`src/rtl/irq_agg_pkg.sv`:
```
// Shared definitions for the interrupt aggregator: register addresses.
package irq_agg_pkg;

    // Register addresses on the synchronous access bus.
    typedef enum logic [1:0] {
        REG_STATUS = 2'd0,
        REG_ENABLE = 2'd1,
        REG_HARD   = 2'd2,
        REG_VECTOR = 2'd3
    } reg_addr_e;

endpackage

```
`src/rtl/irq_src_sync.sv`:
```
// Two-flop synchronizer per source line plus a delayed copy for rising-edge
// detection. Assumes inputs are asynchronous single-bit lines.
module irq_src_sync #(
    parameter int NUM_SRC = 32
) (
    input  logic               clk_i,
    input  logic               rst_ni,
    input  logic [NUM_SRC-1:0] src_i,
    output logic [NUM_SRC-1:0] sync_o,
    output logic [NUM_SRC-1:0] rise_o
);

    logic [NUM_SRC-1:0] meta_q;
    logic [NUM_SRC-1:0] sync_q;
    logic [NUM_SRC-1:0] prev_q;

    // Synchronizer chain and one-cycle delayed copy.
    always_ff @(posedge clk_i) begin
        if (!rst_ni) begin
            meta_q <= '0;
            sync_q <= '0;
            prev_q <= '0;
        end else begin
            meta_q <= src_i;
            sync_q <= meta_q;
            prev_q <= sync_q;
        end
    end

    // Rising edge seen on the synchronized line this cycle.
    always_comb begin
        sync_o = sync_q;
        rise_o = sync_q & ~prev_q;
    end

endmodule

```
`src/rtl/irq_latch_bank.sv`:
```
// Per-bit latch bank. A generate picks the variant of each position:
// hardware edge latch, software latch, or none (level positions read zero).
// Assumes one write strobe for the whole hard word.
module irq_latch_bank #(
    parameter int                 NUM_SRC  = 32,
    parameter logic [NUM_SRC-1:0] HW_BITS  = 32'h01C0_0000,
    parameter logic [NUM_SRC-1:0] SW_BITS  = 32'h7000_0000
) (
    input  logic               clk_i,
    input  logic               rst_ni,
    input  logic [NUM_SRC-1:0] rise_i,
    input  logic               wr_i,
    input  logic [NUM_SRC-1:0] wdata_i,
    output logic [NUM_SRC-1:0] latch_o
);

    for (genvar b = 0; b < NUM_SRC; b++) begin : g_bit
        if (HW_BITS[b]) begin : g_hw
            logic lat_q;
            logic clr;
            // A write of zero acknowledges; a write of one keeps the bit.
            always_comb clr = wr_i && !wdata_i[b];
            // Sticky edge latch; a fresh edge wins over a clear.
            always_ff @(posedge clk_i) begin
                if (!rst_ni)        lat_q <= 1'b0;
                else if (rise_i[b]) lat_q <= 1'b1;
                else if (clr)       lat_q <= 1'b0;
            end
            assign latch_o[b] = lat_q;
        end else if (SW_BITS[b]) begin : g_sw
            logic lat_q;
            // Software latch loads the written value.
            always_ff @(posedge clk_i) begin
                if (!rst_ni)   lat_q <= 1'b0;
                else if (wr_i) lat_q <= wdata_i[b];
            end
            assign latch_o[b] = lat_q;
        end else begin : g_lvl
            assign latch_o[b] = 1'b0;
        end
    end

endmodule

```
`src/rtl/irq_lowest_enc.sv`:
```
// Lowest-index priority encoder. Assumes NUM_SRC >= 2.
module irq_lowest_enc #(
    parameter int NUM_SRC = 32,
    localparam int IDX_W  = $clog2(NUM_SRC)
) (
    input  logic [NUM_SRC-1:0] vec_i,
    output logic               valid_o,
    output logic [IDX_W-1:0]   idx_o
);

    // Scan from the top so the lowest set index is kept last.
    always_comb begin
        idx_o   = '0;
        valid_o = |vec_i;
        for (int i = NUM_SRC - 1; i >= 0; i--) begin
            if (vec_i[i]) idx_o = IDX_W'(i);
        end
    end

endmodule

```
`src/rtl/irq_aggregator.sv`:
```
// Interrupt aggregator top: merges level inputs and edge/software latches
// into a status word, masks it with an enable word, and drives a registered
// CPU line and lowest-pending vector. Register bus reads have one cycle of
// latency. Assumes NUM_SRC equals the bus width and NUM_SRC > IDX_W.
module irq_aggregator
    import irq_agg_pkg::*;
#(
    parameter int                 NUM_SRC = 32,
    parameter logic [NUM_SRC-1:0] HW_BITS = 32'h01C0_0000,
    parameter logic [NUM_SRC-1:0] SW_BITS = 32'h7000_0000,
    localparam int                IDX_W   = $clog2(NUM_SRC)
) (
    input  logic               clk_i,
    input  logic               rst_ni,
    input  logic [NUM_SRC-1:0] src_i,
    input  logic               bus_sel_i,
    input  logic               bus_we_i,
    input  logic [1:0]         bus_addr_i,
    input  logic [NUM_SRC-1:0] bus_wdata_i,
    output logic [NUM_SRC-1:0] bus_rdata_o,
    output logic               cpu_irq_o,
    output logic               vec_valid_o,
    output logic [IDX_W-1:0]   vec_idx_o
);

    localparam logic [NUM_SRC-1:0] LEVEL_BITS = ~(HW_BITS | SW_BITS);

    logic [NUM_SRC-1:0] src_sync;
    logic [NUM_SRC-1:0] src_rise;
    logic [NUM_SRC-1:0] latch_q;
    logic [NUM_SRC-1:0] enable_q;
    logic [NUM_SRC-1:0] status_w;
    logic [NUM_SRC-1:0] pend_w;
    logic               enc_valid;
    logic [IDX_W-1:0]   enc_idx;
    logic               hard_we;
    logic               enable_we;
    logic               rd_en;

    // Decode bus strobes.
    always_comb begin
        hard_we   = bus_sel_i &&  bus_we_i && (reg_addr_e'(bus_addr_i) == REG_HARD);
        enable_we = bus_sel_i &&  bus_we_i && (reg_addr_e'(bus_addr_i) == REG_ENABLE);
        rd_en     = bus_sel_i && !bus_we_i;
    end

    irq_src_sync #(
        .NUM_SRC (NUM_SRC)
    ) u_sync (
        .clk_i  (clk_i),
        .rst_ni (rst_ni),
        .src_i  (src_i),
        .sync_o (src_sync),
        .rise_o (src_rise)
    );

    irq_latch_bank #(
        .NUM_SRC (NUM_SRC),
        .HW_BITS (HW_BITS),
        .SW_BITS (SW_BITS)
    ) u_latch (
        .clk_i   (clk_i),
        .rst_ni  (rst_ni),
        .rise_i  (src_rise),
        .wr_i    (hard_we),
        .wdata_i (bus_wdata_i),
        .latch_o (latch_q)
    );

    // Merge level inputs with latches and apply the enable word.
    always_comb begin
        status_w = (src_sync & LEVEL_BITS) | latch_q;
        pend_w   = status_w & enable_q;
    end

    irq_lowest_enc #(
        .NUM_SRC (NUM_SRC)
    ) u_enc (
        .vec_i   (pend_w),
        .valid_o (enc_valid),
        .idx_o   (enc_idx)
    );

    // Enable register.
    always_ff @(posedge clk_i) begin
        if (!rst_ni)        enable_q <= '0;
        else if (enable_we) enable_q <= bus_wdata_i;
    end

    // Registered CPU line and dispatch vector.
    always_ff @(posedge clk_i) begin
        if (!rst_ni) begin
            cpu_irq_o   <= 1'b0;
            vec_valid_o <= 1'b0;
            vec_idx_o   <= '0;
        end else begin
            cpu_irq_o   <= |pend_w;
            vec_valid_o <= enc_valid;
            vec_idx_o   <= enc_idx;
        end
    end

    // Registered read data mux.
    always_ff @(posedge clk_i) begin
        if (!rst_ni) begin
            bus_rdata_o <= '0;
        end else if (rd_en) begin
            unique case (reg_addr_e'(bus_addr_i))
                REG_STATUS: bus_rdata_o <= status_w;
                REG_ENABLE: bus_rdata_o <= enable_q;
                REG_HARD:   bus_rdata_o <= latch_q;
                REG_VECTOR: begin
                    bus_rdata_o              <= '0;
                    bus_rdata_o[NUM_SRC-1]   <= vec_valid_o;
                    bus_rdata_o[IDX_W-1:0]   <= vec_idx_o;
                end
                default:    bus_rdata_o <= '0;
            endcase
        end
    end

endmodule

```
`config.mk`:
```
export PLATFORM = sky130hd
export DESIGN_NAME = irq_aggregator
export DESIGN_NICKNAME = d
export VERILOG_FILES = /design/src/rtl/irq_agg_pkg.sv /design/src/rtl/irq_src_sync.sv /design/src/rtl/irq_latch_bank.sv /design/src/rtl/irq_lowest_enc.sv /design/src/rtl/irq_aggregator.sv
export SDC_FILE = /design/constraint.sdc
export NUM_CORES = 1
export LEC_CHECK = 0
export BUFFER_PORTS_ARGS = -buffer_cell sky130_fd_sc_hd__buf_2
export CORE_MARGIN = 1
export CORE_UTILIZATION = 51
export CTS_BUF_LIST = sky130_fd_sc_hd__clkbuf_8
export CTS_CLUSTER_SIZE = 28
export DETAILED_ROUTE_END_ITERATION = 12
export HOLD_SLACK_MARGIN = 0.05
export PLACE_DENSITY = 0.89
export SETUP_SLACK_MARGIN = 0.15
export SYNTH_ARGS = -nofsm -noshare
export SYNTH_HDL_FRONTEND = slang
export SYNTH_SLANG_ARGS = --single-unit
```
`constraint.sdc`:
```
create_clock -name clk_i -period 1.4 [get_ports clk_i]
set_input_delay 0.28 -clock clk_i [delete_from_list [all_inputs] [get_ports clk_i]]
set_output_delay 0.28 -clock clk_i [all_outputs]
set_load 0.05 [all_outputs]
```
# [Yosys cells after proc, flatten, opt, wreduce, memory -nomap -nowiden]
# Cells that the tools add are included.
[totals] register_bits=165 ramBits=0 elab_cells=84 mem_count=0 romBits=0 latchBits=0 out_inout_bits=39
[op_classes] bitwise_logic=5 multipliers=0 reduce_logical=21 n_shift=0 addsub=0 n_eq_ne=3 n_div=0 muxes=38 magnitude_cmp=0
[ops] operator="32-bit case mux with 4 select lines" count=1
[ops] operator="5-bit two-way mux" count=16
[ops] operator="32-bit bitwise AND" count=1
[ops] operator="4-bit two-way mux" count=8
[ops] operator="32-bit by 31-bit OR with 32-bit output" count=1
[ops] operator="32-bit OR reduction" count=1
[ops] operator="25-bit bitwise AND" count=1
[ops] operator="25-bit inverter" count=1
[ops] operator="17-bit OR reduction" count=1
[ops] operator="3-bit two-way mux" count=4
[ops] operator="9-bit OR reduction" count=1
[ops] operator="1-bit logical AND" count=7
[ops] operator="1-bit two-way mux" count=7
[ops] operator="2-bit nonzero test" count=3
[ops] operator="5-bit OR reduction" count=1
[ops] operator="2-bit equality test, second input constant" count=2
[ops] operator="1-bit zero test" count=4
[ops] operator="2-bit two-way mux" count=2
[ops] operator="3-bit OR reduction" count=1
[ops] operator="2-bit by 1-bit equality test with 1-bit output, second input constant" count=1
[ops] operator="2-bit zero test" count=1
[ops] operator="2-bit OR reduction" count=1
[ops] operator="1-bit inverter" count=1

# [Depth between registers and ports, before layout]
[logic_depth] ltp_word=33 depth_mapped=6 depth_no_buf=5

# [Modules after synthesis]
# Synthesis repeated with hierarchy kept, for this count alone.
[unflattened] hier_cells=746 area_unflattened_um2=7071.8
[by_module_without_submodules] mod="irq_aggregator" n_inst=1 cells_per_inst=392 area_each_um2=3394.5 seq_area_each_um2=1421.4
[by_module_without_submodules] mod="irq_src_sync" n_inst=1 cells_per_inst=234 area_each_um2=2803.9 seq_area_each_um2=1921.8
[by_module_without_submodules] mod="irq_latch_bank" n_inst=1 cells_per_inst=55 area_each_um2=488.0 seq_area_each_um2=120.1
[by_module_without_submodules] mod="irq_lowest_enc" n_inst=1 cells_per_inst=65 area_each_um2=385.4 seq_area_each_um2=0.0

# [Worst setup path after synthesis]
# No wires, ideal clock.
[synth_timing] kind="reg2reg" start="register u_latch.g_bit[28].g_sw.lat_q" end="register vec_valid_o" path_slack_ns=-0.033 path_stages_with_launch=6 t_required_ns=1.280 n_path_buf=0 t_arrival_ns=1.313 path_cell_list="dfxtp_1 -> a22o_1 -> nor2_1 -> nand3_1 -> or3_1 -> o31a_1"
[synth_between] elab_chain_len=3
[synth_rtl] item="from (decl)" line="irq_latch_bank.sv:31" source="logic lat_q;"
[synth_rtl] item="from (signal assigned)" line="irq_latch_bank.sv:35" source="else if (wr_i) lat_q <= wdata_i[b];"
[synth_rtl] item="32-bit by 31-bit OR with 32-bit output" line="irq_aggregator.sv:72" source="status_w = (src_sync & LEVEL_BITS) | latch_q;"
[synth_rtl] item="32-bit bitwise AND" line="irq_aggregator.sv:73" source="pend_w = status_w & enable_q;"
[synth_rtl] item="32-bit OR reduction" line="irq_lowest_enc.sv:14" source="valid_o = |vec_i;"
[synth_rtl] item="to (signal assigned)" line="irq_aggregator.sv:98" source="vec_valid_o <= enc_valid;"
[synth_rtl] item="to (decl)" line="irq_aggregator.sv:22" source="output logic vec_valid_o,"
# No other way between the ends.
# A chain may end at the register's enable or synchronous reset.

# [Final worst setup path]
[layout_timing] start="register enable_q[16]" end="register vec_idx_o[2]"
[layout_between] elab_chain_len=14
[layout_rtl] item="from (decl)" line="irq_aggregator.sv:31" source="logic [NUM_SRC-1:0] enable_q;"
[layout_rtl] item="from (signal assigned)" line="irq_aggregator.sv:87" source="else if (enable_we) enable_q <= bus_wdata_i;"
[layout_rtl] item="32-bit bitwise AND" line="irq_aggregator.sv:73"
[layout_rtl] item="5-bit two-way mux" line="irq_lowest_enc.sv:16" source="if (vec_i[i]) idx_o = IDX_W'(i);"
[layout_rtl] item="4-bit two-way mux (8 in series)" line="irq_lowest_enc.sv:16"
[layout_rtl] item="3-bit two-way mux (4 in series)" line="irq_lowest_enc.sv:16"
[layout_rtl] item="to (signal assigned)" line="irq_aggregator.sv:99" source="vec_idx_o <= enc_idx;"
[layout_rtl] item="to (decl)" line="irq_aggregator.sv:23" source="output logic [IDX_W-1:0] vec_idx_o"
# No other way between the ends.

==> results by group <==
Cells and area
  – Commonest cells after routing, fill and taps aside: nand2_1 (103), dfxtp_1 (89), buf_2 (66), and2_1 (62), buf_4 (59)
  – Finished Cell Area: 0.00775 sq mm
  – Fill count: 553
  – Final Net Count: 806
  – P&R area growth vs syn: 46.5%
  – Most common cell after layout, fill and taps aside: nand2_1
  – Fraction of layout cells with a size suffix above 1: 40.9%
  – Diode count: 0

Critical path
  – RR Startpoint: enable_q[16]
  – CP Class: register to register
  – CP Max Fanout: 5
  – Worst setup SP type: register
  – Worst path required time: 1.77 ns
  – CP Cell Sequence: a22oi_2 -> nand3_2 -> buf_4 -> a41oi_1 -> o21bai_1 -> a21oi_1
  – WP data arrival: 2.23 ns
  – CP max-delay cell: a41oi_1
  – R2r setup slk: -0.46 ns
  – CP endpoint kind: register
  – Largest stage delay, worst path: 0.48 ns
  – CP startpoint: enable_q[16]

Synthesis
  – Async set or reset register ratio after synthesis: 0%
  – Avg Inst Size Synth: 9.58 sq um
  – Largest cells by area after synthesis: dfxtp_1 (52%), nand2_1 (7.4%), and2_1 (7.3%)
  – Yosys warning count: 0
  – Syn Nets: 622
  – Top FF cell, synth: dfxtp_1
  – Mapped Cells: 552
  – Synthesis-stage register bit count: 137
  – Seq/Total Area, Yosys: 51.9%
  – Synth area leader: dfxtp_1
  – Post-synthesis cell type count: 41
  – Post-synth EDFFs: 0
  – Post-synth top area share: 51.9%
  – Mapped Area: 0.00529 sq mm

Floorplanning
  – Core area: 0.00991 sq mm
  – Die Width: 104 microns
  – Die area: 0.0108 sq mm
  – Die H: 104 microns
  – Rows: 36
  – Initial core utilization: 53.4%
  – # IOs: 109

Timing
  – Post-layout worst setup margin: -0.460 ns
  – Max Slew Vio Count: 0
  – Fmax: 538 MHz
  – Post-route minimum period: 1.86 ns
  – Hold_ws: 0.0513 ns
  – Clock Skews: 0.0109 ns
  – Worst slew pin tran: 0.788 ns
  – Final Cycle Share: 133%
  – Worst slew margin: 47.4%
  – RSZ-0062 raised after global routing: true
  – Fin. Hold Viols: 0
  – Sum Neg Setup Slack: -1.23 ns
  – Final setup fails: 5

Drt
  – Routed WL per cell: 19.5 microns
  – Uppermost layer routed: met4
  – Initial drt markers: 502
  – # DRC: 0
  – Final ANT Viol Nets: 0
  – Routed WL: 17200 microns
  – Met3 WL post-DR: 1480 microns
  – Drt pass-1 iters: 5
  – Via density: 5.79
  – Met2 routed WL: 8330 microns
  – M1 WL: 6520 microns
  – Via Count: 5103

Power
  – Max VDD drop: 993 uV
  – Pleak: 3.31 nW
  – Power, Total: 8.79 mW
  – P per Cell Area: 1130 mW/mm^2

CTS
  – CTS tree: done
  – CTS clock-pin slew for the worst setup and hold paths: 0.08 ns
  – Total CTS buffers: 17
  – H-tree levels: 4
  – Root buffer selected by CTS: clkbuf_8
  – Worst-Skew Late Latency: 0.45 ns
  – Clk buf depth: 2
  – Sink Count: 137

Min path
  – Hold_sp: src_i[13]
  – Worst hold path type: primary input to register

Global route
  – Overflow after GRT: 0
  – Initial antenna violation count: 0
  – GRT Util Overall: 27.7%
  – First-pass GRT wire length: 23500 microns
  – Largest net degree at the start of global routing: 54
  – Vias in the first global route: 4861

Run
  – Max Cap Viol: 0

Status
  – Failing checks: setup timing
  – Run status: complete, but fails checks

Placed design
  – IO Port Bufs: 105
  – Final GP Congestion: 0.890
  – Dpl ws: -0.480 ns
  – Placed wire-length estimate: 9320 microns
  – Dpl cell area: 0.00629 sq mm
## path summary, 6_finish.rpt
kind / end / cells after the start
max: vec_idx_o[2] / 6
min: u_sync.meta_q[13] / 2
max reg2reg: vec_idx_o[2] / 6
min reg2reg: u_sync.sync_o[4] / 1
## worst max-delay path: cells and delay by family, from the launching register on
family	cells	cell delay, ns
buffers and inverters	1	0.17
AOI/OAI and AO/OA	4	1.08
and+or+nand+nor	1	0.16
DFF	1	0.37
## cell usage after synthesis, drive strengths merged (2+ instances only)
library cell / instances
o221ai: 6
clkbuf: 19
nand4: 2
o211a: 6
nor3b: 7
nand2: 104
mux2: 26
dfxtp: 137
a31oi: 2
nor2b: 24
mux2i: 3
o2111ai: 3
inv: 8
a22oi: 28
a2111oi: 2
nand3: 7
a21boi: 35
a32o: 4
a21oi: 4
nand4b: 2
a22o: 3
buf: 18
nor2: 13
a221oi: 7
a32oi: 2
and2: 62
o21ai: 5
nand2b: 4
## logic make-up (layout without fill, tap and decap cells)
group / after synthesis / in the layout / share of synthesized area [%]
AND/OR/NAND/NOR: 227 / 227 / 21.5
flip-flops: 137 / 137 / 51.9
AO/OA/AOI/OAI: 114 / 114 / 16.9
buffers and inverters: 45 / 242 / 3.62
multiplexers: 29 / 29 / 6.11
## metrics by stage
stage          cells  utilization (%)
4_1_cts          872             75.3
5_1_grt          882             78.2
3_3_place_gp     807             63.5
3_5_place_dp     807             63.5
2_1_floorplan    552                -
6_report         882             78.2
## state kept, by name, indices dropped and copies added (netlist names)
| register | flops |
|---|---|
| bus_rdata_o | 32 |
| enable_q | 32 |
| u_sync.meta_q | 29 |
| u_sync.sync_o | 29 |
| vec_idx_o | 5 |
| u_latch.g_bit.g_hw.lat_q | 3 |
| u_latch.g_bit.g_sw.lat_q | 3 |
| u_sync.prev_q | 3 |
| vec_valid_o | 1 |
## power breakdown
group	internal (mW)	switching (mW)
sequential	4.03	0.103
combinational	0.433	0.448
clock	2.18	1.59
## per-layer routing
metal | track usage [%] | vias up
li1 | - | 2266
met2 | 46.6 | 361
met1 | 32.8 | 2382
met4 | 14.6 | 0
met5 | 0 | -
met3 | 6.29 | 94
## cell type report
class	count	area, sq um	share of cell area [%]
flip-flops and latches	137	2810	36.3
clock inverters	14	220	2.84
clock buffers	18	248	3.20
inverters	8	30.0	0.388
multi-input cells	370	2530	32.7
repair buffers	202	1740	22.4
well taps	133	166	2.15
## what timing repair did
| item | in CTS | in global routing |
|---|---|---|
| setup endpoints to repair | 66 | 35 |
| hold buffers | 28 | 0 |
| hold endpoints to repair | 28 | 0 |
| gates resized for setup | 143 | 49 |
| pin swaps | 8 | 5 |
| setup buffers | 5 | 10 |
Power figures use the tool's default switching activity.
